$ cat config.mk
export PLATFORM = sky130hd
export DESIGN_NAME = radio_pwr_ctl
export DESIGN_NICKNAME = d
export VERILOG_FILES = /design/src/rtl/radio_pwr_pkg.sv /design/src/rtl/pwr_ctl_regs.sv /design/src/rtl/clkout_div.sv /design/src/rtl/sleep_entry_timer.sv /design/src/rtl/radio_pwr_ctl.sv
export SDC_FILE = /design/constraint.sdc
export NUM_CORES = 1
export LEC_CHECK = 0
export ABC_AREA = 1
export ABC_CLOCK_PERIOD_IN_PS = 2100
export BUFFER_PORTS_ARGS = -buffer_cell sky130_fd_sc_hd__buf_4
export CAP_MARGIN = 10
export CORE_UTILIZATION = 42
export CTS_CLUSTER_DIAMETER = 100
export DETAILED_ROUTE_END_ITERATION = 6
export HOLD_SLACK_MARGIN = 0.1
export PLACE_DENSITY = 0.72
export SLEW_MARGIN = 20
export SYNTH_ARGS = -nofsm -noshare
export SYNTH_HDL_FRONTEND = slang
export SYNTH_SLANG_ARGS = --single-unit
$ cat constraint.sdc
create_clock -name clk -period 2.1 [get_ports clk]
set_input_delay 0.21 -clock clk [delete_from_list [all_inputs] [get_ports clk]]
set_output_delay 0.21 -clock clk [all_outputs]
set_load 0.005 [all_outputs]
$ cat src/rtl/radio_pwr_pkg.sv
package radio_pwr_pkg;

  localparam int CK_W = 3;

  typedef enum logic [4:0] {
    PS_PWRON = 5'h00,
    PS_IDLE  = 5'h08,
    PS_SLEEP = 5'h0F
  } pwr_state_e;

  localparam logic [4:0] CMD_OFF       = 5'h08;
  localparam logic [4:0] CMD_FORCE_OFF = 5'h03;

  localparam logic [CK_W-1:0] CK_OFF     = 3'd0;
  localparam logic [CK_W-1:0] CK_DEFAULT = 3'd1;
  localparam logic [CK_W-1:0] CK_SLOW_A  = 3'd5;
  localparam logic [CK_W-1:0] CK_SLOW_B  = 3'd6;

  function automatic logic ck_is_fast(input logic [CK_W-1:0] code);
    return (code != CK_OFF) && (code != CK_SLOW_A) && (code != CK_SLOW_B);
  endfunction

endpackage

$ cat src/rtl/pwr_ctl_regs.sv
module pwr_ctl_regs
  import radio_pwr_pkg::*;
#(
  parameter int ADDR_W    = 6,
  parameter int DATA_W    = 8,
  parameter int CLK_ADDR  = 3,
  parameter int MASK_ADDR = 14
) (
  input  logic              clk,
  input  logic              rst,
  input  logic              soft_rst,
  input  logic              wr_en,
  input  logic              wr_blocked,
  input  logic [ADDR_W-1:0] wr_addr,
  input  logic [DATA_W-1:0] wr_data,
  output logic [CK_W-1:0]   clk_code,
  output logic [CK_W-1:0]   clk_code_nxt,
  output logic [DATA_W-1:0] irq_mask
);

  localparam logic [ADDR_W-1:0] CLK_A  = ADDR_W'(CLK_ADDR);
  localparam logic [ADDR_W-1:0] MASK_A = ADDR_W'(MASK_ADDR);

  logic              wr_ok;
  logic [DATA_W-1:0] mask_nxt;

  assign wr_ok = wr_en && !wr_blocked && !soft_rst;

  always_comb begin
    clk_code_nxt = clk_code;
    mask_nxt     = irq_mask;
    if (wr_ok && wr_addr == CLK_A)
      clk_code_nxt = wr_data[CK_W-1:0];
    if (soft_rst)
      mask_nxt = '0;
    else if (wr_ok && wr_addr == MASK_A)
      mask_nxt = wr_data;
  end

  always_ff @(posedge clk) begin
    if (rst) begin
      clk_code <= CK_DEFAULT;
      irq_mask <= '0;
    end else begin
      clk_code <= clk_code_nxt;
      irq_mask <= mask_nxt;
    end
  end

endmodule

$ cat src/rtl/clkout_div.sv
module clkout_div
  import radio_pwr_pkg::*;
(
  input  logic            clk,
  input  logic            rst,
  input  logic            restart,
  input  logic [CK_W-1:0] code,
  output logic            strobe
);

  logic [CK_W-1:0] cnt;
  logic [CK_W-1:0] lim;

  assign lim    = code - 1'b1;
  assign strobe = (cnt == lim);

  always_ff @(posedge clk) begin
    if (rst || restart)
      cnt <= '0;
    else if (strobe)
      cnt <= '0;
    else
      cnt <= cnt + 1'b1;
  end

endmodule

$ cat src/rtl/sleep_entry_timer.sv
module sleep_entry_timer #(
  parameter int DELAY = 35
) (
  input  logic clk,
  input  logic rst,
  input  logic start,
  input  logic hold,
  input  logic strobe,
  output logic pending,
  output logic done
);

  localparam int CNT_W = (DELAY > 1) ? $clog2(DELAY) : 1;
  localparam logic [CNT_W-1:0] LAST = CNT_W'(DELAY - 1);

  logic [CNT_W-1:0] cnt;

  assign done = pending && hold && strobe && (cnt == LAST);

  always_ff @(posedge clk) begin
    if (rst) begin
      pending <= 1'b0;
      cnt     <= '0;
    end else if (start) begin
      pending <= 1'b1;
      cnt     <= '0;
    end else if (pending) begin
      if (!hold || done)
        pending <= 1'b0;
      else if (strobe)
        cnt <= cnt + 1'b1;
    end
  end

endmodule

$ cat src/rtl/radio_pwr_ctl.sv
module radio_pwr_ctl
  import radio_pwr_pkg::*;
#(
  parameter int ADDR_W      = 6,
  parameter int DATA_W      = 8,
  parameter int CMD_ADDR    = 2,
  parameter int CLK_ADDR    = 3,
  parameter int MASK_ADDR   = 14,
  parameter int WAKE_BIT    = 4,
  parameter int SLEEP_DELAY = 35
) (
  input  logic              clk,
  input  logic              rst,
  input  logic              sleep_req,
  input  logic              rst_pin_n,
  input  logic              wr_en,
  input  logic [ADDR_W-1:0] wr_addr,
  input  logic [DATA_W-1:0] wr_data,
  output logic [4:0]        state_o,
  output logic              clkout_gate,
  output logic              buf_clear,
  output logic              irq_wake,
  output logic              pull_en
);

  localparam logic [ADDR_W-1:0] CMD_A = ADDR_W'(CMD_ADDR);

  pwr_state_e        st, st_nxt;
  logic [CK_W-1:0]   clk_code, clk_code_nxt;
  logic [DATA_W-1:0] irq_mask;
  logic              soft_rst, wr_blocked, cmd_hit;
  logic              start, strobe, pending, done;
  logic              clr_nxt, irq_nxt;

  assign soft_rst   = !rst_pin_n;
  assign wr_blocked = (st == PS_SLEEP);
  assign cmd_hit    = wr_en && (wr_addr == CMD_A) &&
                      ((wr_data[4:0] == CMD_OFF) || (wr_data[4:0] == CMD_FORCE_OFF));

  pwr_ctl_regs #(
    .ADDR_W   (ADDR_W),
    .DATA_W   (DATA_W),
    .CLK_ADDR (CLK_ADDR),
    .MASK_ADDR(MASK_ADDR)
  ) u_regs (
    .clk         (clk),
    .rst         (rst),
    .soft_rst    (soft_rst),
    .wr_en       (wr_en),
    .wr_blocked  (wr_blocked),
    .wr_addr     (wr_addr),
    .wr_data     (wr_data),
    .clk_code    (clk_code),
    .clk_code_nxt(clk_code_nxt),
    .irq_mask    (irq_mask)
  );

  clkout_div u_div (
    .clk    (clk),
    .rst    (rst),
    .restart(start),
    .code   (clk_code),
    .strobe (strobe)
  );

  sleep_entry_timer #(
    .DELAY(SLEEP_DELAY)
  ) u_timer (
    .clk    (clk),
    .rst    (rst),
    .start  (start),
    .hold   (sleep_req && rst_pin_n),
    .strobe (strobe),
    .pending(pending),
    .done   (done)
  );

  always_comb begin
    st_nxt  = st;
    start   = 1'b0;
    clr_nxt = 1'b0;
    irq_nxt = 1'b0;
    unique case (st)
      PS_PWRON: begin
        if (rst_pin_n && cmd_hit) begin
          st_nxt  = PS_IDLE;
          irq_nxt = irq_mask[WAKE_BIT];
        end
      end
      PS_IDLE: begin
        if (done)
          st_nxt = PS_SLEEP;
        else if (rst_pin_n && sleep_req && !pending) begin
          if (ck_is_fast(clk_code))
            start = 1'b1;
          else
            st_nxt = PS_SLEEP;
        end
      end
      PS_SLEEP: begin
        if (!rst_pin_n || !sleep_req) begin
          st_nxt  = PS_IDLE;
          clr_nxt = 1'b1;
        end
      end
      default: st_nxt = PS_PWRON;
    endcase
  end

  always_ff @(posedge clk) begin
    if (rst) begin
      st          <= PS_PWRON;
      clkout_gate <= 1'b1;
      pull_en     <= 1'b1;
      buf_clear   <= 1'b0;
      irq_wake    <= 1'b0;
    end else begin
      st          <= st_nxt;
      clkout_gate <= (clk_code_nxt != CK_OFF) && (st_nxt != PS_SLEEP);
      pull_en     <= (st_nxt == PS_PWRON);
      buf_clear   <= clr_nxt;
      irq_wake    <= irq_nxt;
    end
  end

  assign state_o = st;

endmodule

# Yosys cells after proc, flatten, opt, wreduce, memory -nomap -nowiden
# Cells that the tools add are included.
totals:
  reg_bits: 27
  inputBits: 19
  out_inout_bits: 9
  wordCells: 79
op_classes:
  add_sub_neg: 3
  n_eq_ne: 12
  muxes: 15
  bitwise: 5
  n_reduce_logical: 34
op_table:
  columns: ["operator", "n"]
  rows:
  - ["2-to-1 mux 5 bit", 5]
  - ["== test 5 x 4 -> 1 bit, second input constant", 3]
  - ["logical AND 1 bit", 15]
  - ["one-hot mux 5 bit (3 select lines)", 1]
  - ["== test 6 x 2 -> 1 bit, second input constant", 2]
  - ["logical NOT 5 bit", 2]
  - ["2-to-1 mux 1 bit", 8]
  - ["OR reduction 2 bit", 4]
  - ["adder 6 x 1 -> 6 bit, second input constant", 1]
  - ["== test 6 x 4 -> 1 bit, second input constant", 1]
  - ["== test 6 bit, second input constant", 1]
  - ["inequality test 3 bit, second input constant", 2]
  - ["nonzero test 3 bit", 2]
  - ["== test 5 x 2 -> 1 bit, second input constant", 1]
  - ["logical NOT 1 bit", 5]
  - ["inequality test 5 x 4 -> 1 bit, second input constant", 1]
  - ["inverter 1 bit", 5]
  - ["logical OR 1 bit", 4]
  - ["adder 3 x 1 -> 3 bit, second input constant", 1]
  - ["== test 3 bit", 1]
  - ["2-to-1 mux 3 bit", 1]
  - ["AND reduction 3 bit", 1]
  - ["OR reduction 3 bit", 1]
  - ["subtractor 3 x 1 -> 3 bit, second input constant", 1]

# Longest topological paths before layout
# Gate-level depths: netlist of run 1.
depth:
  depth_word: 9
  mapped_depth: 12
  depth_no_buf: 12

# Cells and area by module
# Synthesis of run 1 repeated with hierarchy kept, for this count alone.
unflattened:
  cells_unflattened: 254
  hier_area_um2: 1669.1
modules_own_cells:
  columns: ["mod", "instances", "cells_each", "area_each_um2", "seq_area_each_um2"]
  rows:
  - ["pwr_ctl_regs", 1, 97, 610.6, 220.2]
  - ["radio_pwr_ctl", 1, 68, 464.2, 180.2]
  - ["sleep_entry_timer", 1, 58, 397.9, 140.1]
  - ["clkout_div", 1, 31, 196.4, 60.1]

# Worst setup path after synthesis of run 1
# No wires, ideal clock.
synth_timing:
  path_type: "register to register"
  start: "register u_regs.clk_code[0]"
  end: "register u_div.cnt[0]"
  setup_ns: 0.062
  t_arrival_ns: 1.463
  required_ns: 2.038
  slack_ns: 0.575
  stages_incl_launch_ff: 11
  path_buffers: 1
  period_less_slack_ns: 1.525
  cell_sequence: "dfxtp_1 inv_1 ha_1 inv_1 nand2_1 nand2_1 nor2_1 and2_4 buf_6 or2_4 nor2_2"
synth_between:
  elab_chain_len: 9
  word_cells_on_any_way: 15
  classes_between: "1 x add/sub; 3 x eq/ne; 4 x mux; 7 x reduce/logical"
synth_rtl:
  columns: ["element", "line_no", "text"]
  rows:
  - ["start: declaration", "pwr_ctl_regs.sv:16", "output logic [CK_W-1:0] clk_code,"]
  - ["start signal: assignment", "pwr_ctl_regs.sv:45", "clk_code <= clk_code_nxt;"]
  - ["parallel branches: the longest is 8 deep, another holds subtractor 3 x 1 -> 3 bit", null, null]
  - ["OR reduction 2 bit (no line) (*)", null, null]
  - ["end signal: assignment", "clkout_div.sv:23", "cnt <= cnt + 1'b1;"]
  - ["end: declaration", "clkout_div.sv:11", "logic [CK_W-1:0] cnt;"]
# Every way passes the cells marked *.
# A chain may end at the register's enable or synchronous reset.

# Final worst setup path of run 1
# Ends and elaborated chain as after synthesis.

==> results of run 1 <==
-- metal layers --
metal,track usage,part of all wire,up-vias
li1,-,-,605
met1,0.207,0.48,522
met2,0.289,0.47,16
met3,0.0442,0.033,4
met4,0.0383,0.011,0
met5,0,0,-
-- sequential cells by signal, summed over array words and instances, names as in the netlist --
| name | flops |
|---|---|
| buf_clear | 1 |
| clkout_gate | 1 |
| irq_wake | 1 |
| pull_en | 1 |
| state_o | 5 |
| u_div.cnt | 3 |
| u_regs.clk_code | 3 |
| u_regs.irq_mask | 1 |
| u_timer.cnt | 6 |
| u_timer.pending | 1 |
-- cells in the mapped netlist (3+ instances only) --
cell type / n
nand3_1: 12
xor2_1: 3
nor2_1: 16
ha_1: 6
nand2_1: 41
dfxtp_1: 23
inv_1: 26
nor2_2: 4
nor3_1: 5
a21oi_1: 12
nand4_1: 9
-- per-stage QoR --
| step | std cells | cell area [um^2] | util | hold slack [ns] |
|---|---|---|---|---|
| finish | 230 | 1460 | 0.531 | 0.119 |
| global route | 230 | 1460 | 0.531 | 0.104 |
| CTS | 230 | 1460 | 0.531 | 0.109 |
| detailed placement | 226 | 1430 | 0.520 | 0.439 |
| global placement | 226 | 1430 | 0.520 | 0.439 |
| floorplan | 173 | 1230 | - | 0.345 |
-- power by group through the flow --
stage	combinational (mW)	clock, mW	sequential [mW]
floorplan	0.0242	0	0.450
global placement	0.0519	0	0.450
detailed placement	0.0533	0	0.450
CTS	0.0532	0.223	0.440
global route	0.0591	0.245	0.441
finish	0.0530	0.216	0.440
-- final timing paths --
check | start | endpoint | slack, ns | cells past startpoint
setup reg to reg | u_regs.clk_code[0] | u_div.cnt[0] | 0.40 | 9
hold reg to reg | u_regs.irq_mask[4] | irq_wake | 0.46 | 2
hold / removal | rst | state_o[0] | 0.12 | 2
setup / recovery | u_regs.clk_code[0] | u_div.cnt[0] | 0.40 | 9
-- cell families after synthesis --
family | after synthesis | share of synthesized area
other cells | 1 | 0.00305
fa+ha+maj | 6 | 0.0610
compound gates | 14 | 0.0590
flops | 23 | 0.374
xor+xnor | 4 | 0.0285
buf+inv | 29 | 0.0946
simple gates | 96 | 0.379
-- critical path, delay by kind of cell, from the launching register on --
kind	cells	cell delay, ns
adders and majority gates	1	0.20
AOI/OAI and AO/OA	1	0.14
buffers and inverters	1	0.10
DFF	1	0.38
and+or+nand+nor	6	0.79
-- area by class of cell --
| class | count | area (um^2) | share of cell area |
|---|---|---|---|
| Clock buffer | 3 | 22.5 | 0.0154 |
| Clock inverter | 1 | 7.51 | 0.00513 |
| Tap cell | 31 | 38.8 | 0.0265 |
| Inverter | 27 | 101 | 0.0692 |
| Multi-Input combinational cell | 121 | 653 | 0.446 |
| Timing Repair Buffer | 24 | 180 | 0.123 |
| Sequential cell | 23 | 460 | 0.315 |
==> out/metrics.cfg, run 1 <==
[global_route]
grt_pass1_wl_um = 4240
grt_util_all_layers = 0.167
grt_max_degree = 15
grt.overflow.total = 0
antenna_found_initial = 0
first_global_vias = 1070

[synthesis]
ys_warn_count = 0
ys_seq_area_frac = 0.374
netlist_top_cells_area = dfxtp_1, nand2_1, inv_1
synthFlopType = dfxtp_1
synth_top_cell_area_share = 0.374
synth_edf_count = 0
synthArstFlopShare = 0
syn-num-nets = 198
synthesis.instances = 173
synth_top_area_cell = dfxtp_1
synth_area_mm2 = 0.00123
synth.distinct_cells = 27
ys_seq_elements = 23
syn_area_per_cell_um2 = 7.11

[finish]
final_common_cell = nand2_1
final_cell_mix = nand2_1, inv_1, buf_4, dfxtp_1, nor2_1
drive_above_1_share = 0.196
fillCellCount = 266
syn_to_final_growth_pct = 19.0
fin_nets = 225
diodes = 0

[worst_setup_path]
worstPathMaxFanout = 7
cp_slowest_cell = dfxtp_1
path_cells = inv_1 -> ha_1 -> o21ai_0 -> nand2_1 -> nor3_1 -> nand2_1 -> nand2_1 -> or2_4 -> nor2_2
crit_path_frequent_cell = nand2_1
endpoint_kind = register
critPathLaunchType = register
path_class = register to register
cp_data_arrival_time_ns = 1.92
max_stage_delay_ns = 0.38
crit_required_ns = 2.32

[run_status]
outcome = finished, final reports clean

[worst_hold_path]
hold_class = input pin to register

[job]
drv_cap = 0

[pwr]
p_int_mw = 0.538
switchingPower_mw = 0.172
pwr-share-clk = 0.304
power_frac_seq = 0.621
p_total_mw = 0.709
p_per_area_mw_per_mm2 = 484
leakage_nw = 0.643
combinationalPowerShare = 0.075
swShare = 0.242
ir_drop_mv = 0.456

[timing]
max_freq_mhz = 588
fin_setup_tns_ns = 0
final_max_slew_viol_count = 0
setup_ws_ns = 0.398
finalSetupViolations = 0
rsz0062_at_grt = false
period_share = 0.811
fin_skew_ns = 0.0121
hold_viol = 0
min_period_ns = 1.70

[clock_tree]
hold_buffers = 0
clock_path_buffers = 2
insertion_delay_ns = 0.32
numCtsBuffers = 3
clockRootBuffer = clkbuf_4
cts_tree = yes
clk_pin_slew_worst_paths_ns = 0.14
post_cts_buffers = 0
htree_levels = 1
cts_resized = 0
clock-sinks = 23

[route]
drc_errors = 0
drtIter0Drc = 34
routed_via_density = 4.99
via_count = 1147
wire_per_inst_um = 10.8
drtPass1Iterations = 4
postRouteAntennaNets = 0
routed_wl_um = 2480

[die]
initial_core_util = 0.446
die_w_um = 56.1
die-height_um = 56.1
rows = 19
die_area_mm2 = 0.00315
io_pins = 28
core_area_mm2 = 0.00276

[placed_design]
post-place-ws_ns = 0.413
dp_hpwl_um = 1930
port_buffers = 24
gp_congestion = 0.780

Power figures use the tool's default switching activity.
==> inputs of run 2 (changes only) <==
Settings changed: ABC_AREA 1 to 0, ABC_CLOCK_PERIOD_IN_PS 2100 to 1400, PLACE_DENSITY 0.72 to 0.74.
Clock period 2.1 ns to 1.4 ns, I/O delays scaled along.
==> out/metrics.cfg, run 2 <==
[die]
rows = 19
die-height_um = 55.6
initial_core_util = 0.442
core_area_mm2 = 0.00273
die_w_um = 55.6
io_pins = 28
die_area_mm2 = 0.00310

[worst_hold_path]
hold_class = input pin to register
whs_path_depth = 3

[finish]
multi_input_area_um2 = 862
fillCellCount = 200
final_common_cell = buf_4
regMostFlops = u_timer.cnt
fin_nets = 208
seqCellArea_um2 = 477
final_area_mm2 = 0.00182
drive_above_1_share = 0.467
diodes = 0
largest_reg_flops = 6
syn_to_final_growth_pct = 50.4
finalNonFillerCells = 213
final_cell_mix = buf_4, dfxtp_1, nand2_1, nand3_1, a21oi_1

[global_route]
grt.overflow.total = 0
first_global_vias = 1120
grt_util_all_layers = 0.221
grt_pass1_wl_um = 5350
grt_max_degree = 15
antenna_found_initial = 0

[clock_tree]
cts_tree = yes
insertion_delay_ns = 0.33
numCtsBuffers = 3
clockRootBuffer = clkbuf_4
clk_pin_slew_worst_paths_ns = 0.14
clock_path_buffers = 2
clock-sinks = 23
htree_levels = 1

[placed_design]
dp_cells = 200
gp_congestion = 0.867
port_buffers = 24
placedInstanceArea_mm2 = 0.00159
dp_hpwl_um = 2210

[synthesis]
synthFlopType = dfxtp_1
ys_seq_elements = 23
synth.most_common_cell = dfxtp_1
ys_warn_count = 0
synth.distinct_cells = 44
synth_edf_count = 0
synth_top_cell_area_share = 0.381
netlist_top_cells_area = dfxtp_1, ha_1, a21oi_1
syn_area_per_cell_um2 = 9.37
synth_area_mm2 = 0.00121
ys_seq_area_frac = 0.381
synth_commonest_cells = dfxtp_1, nand2_1, a21oi_1, nand3_1
syn-num-nets = 154
synth_top_area_cell = dfxtp_1
synthesis.instances = 129
synthArstFlopShare = 0

[timing]
rsz0062_at_grt = true
max_freq_mhz = 606
setup_ws_ns = -0.251
final_max_slew_viol_count = 0
hold_viol = 0
fin_skew_ns = 0.0156
min_period_ns = 1.65
finalSetupViolations = 18
hold_slack_ns = 0.114
period_share = 1.18

[worst_setup_path]
cp_slowest_cell = or3b_1
path_cells = inv_4 -> ha_4 -> xor2_4 -> nand4_1 -> or3b_1 -> a21oi_1
max_stage_delay_ns = 0.40
path_class = register to register
worstPathMaxFanout = 4
critPathLaunchType = register
endpoint_kind = register
cp_data_arrival_time_ns = 1.91
crit_required_ns = 1.66
r2r_cells = 6

[run_status]
violations = setup timing
outcome = finished with violations

[route]
highest_layer = met4
drtPass1Iterations = 4
postRouteAntennaNets = 0
routed_wl_um = 3270
drtIter0Drc = 37
drc_errors = 0
wire_per_inst_um = 15.3
wl_met3_um = 107
routed_via_density = 5.60
via_count = 1192
met2_length_um = 1700
drt-met1-wl_um = 1410

[job]
drv_cap = 0

[pwr]
ir_drop_mv = 0.566
p_per_area_mw_per_mm2 = 607
leakage_nw = 0.703

## run 2: cell count changes after synthesis, moves of 7 or more
cell / delta
nor2_1: -13
nand2_1: -31
inv_1: -22
nand4_1: -7
## run 2: critical path: cells and delay by family (launching register included)
| family | cells | cell delay, ns |
|---|---|---|
| simple gates | 2 | 0.56 |
| compound gates | 1 | 0.12 |
| xor+xnor | 1 | 0.19 |
| buf+inv | 1 | 0.04 |
| flops | 1 | 0.39 |
| fa+ha+maj | 1 | 0.28 |
## run 2: cell families after synthesis
family,after synthesis,synth area share
buf+inv,5,0.0155
fa+ha+maj,6,0.0621
xor+xnor,4,0.0632
compound gates,27,0.143
flops,23,0.381
simple gates,62,0.324
other cells,1,0.00310
mux,1,0.00828
## run 2: repair_timing
action / CTS / global route
hold buffers: 4 / 0
gates cloned: 0 / 0
setup buffers: 3 / 2
resized for setup: 21 / 7
pin swaps: 12 / 10
endpoints found under the setup margin: 17 / 18
endpoints found under the hold margin: 8 / 0
## run 2: layout make-up
type | instances | area share
Clock inverter | 1 | 0.00413
Timing Repair Buffer | 50 | 0.216
Multi-Input combinational cell | 101 | 0.474
Clock buffer | 3 | 0.0124
Inverter | 4 | 0.00964
Sequential cell | 23 | 0.262
Tap cell | 31 | 0.0213
## run 2: through the flow
step	setup WS, ns	power [mW]	TNS [ns]	util
finish	-0.251	1.10	-3.03	0.665
global route	-0.334	1.14	-4.64	0.665
CTS	-0.231	1.10	-1.83	0.650
detailed placement	-0.195	0.770	-2.07	0.580
global placement	-0.161	0.767	-1.65	0.580
floorplan	-0.160	0.705	-0.726	-
## run 2: final timing paths
check / start / to / slack, ns
hold / removal: wr_addr[0] / state_o[3] / 0.11
setup reg to reg: u_regs.clk_code[0] / u_timer.cnt[2] / -0.25
setup / recovery: u_regs.clk_code[0] / u_timer.cnt[2] / -0.25
hold reg to reg: u_regs.irq_mask[4] / u_regs.irq_mask[4] / 0.48
## run 2: metal layers
metal / GRT usage / vias up
li1: - / 592
met1: 0.286 / 566
met2: 0.375 / 29
met3: 0.0279 / 5
met4: 0.0857 / 0
met5: 0 / -
## run 2: report_power, final
group,total [mW],switching (mW),internal [mW]
combinational,0.119,0.0548,0.0640
clock,0.330,0.220,0.110
sequential,0.655,0.00376,0.652
total,1.10,0.279,0.825
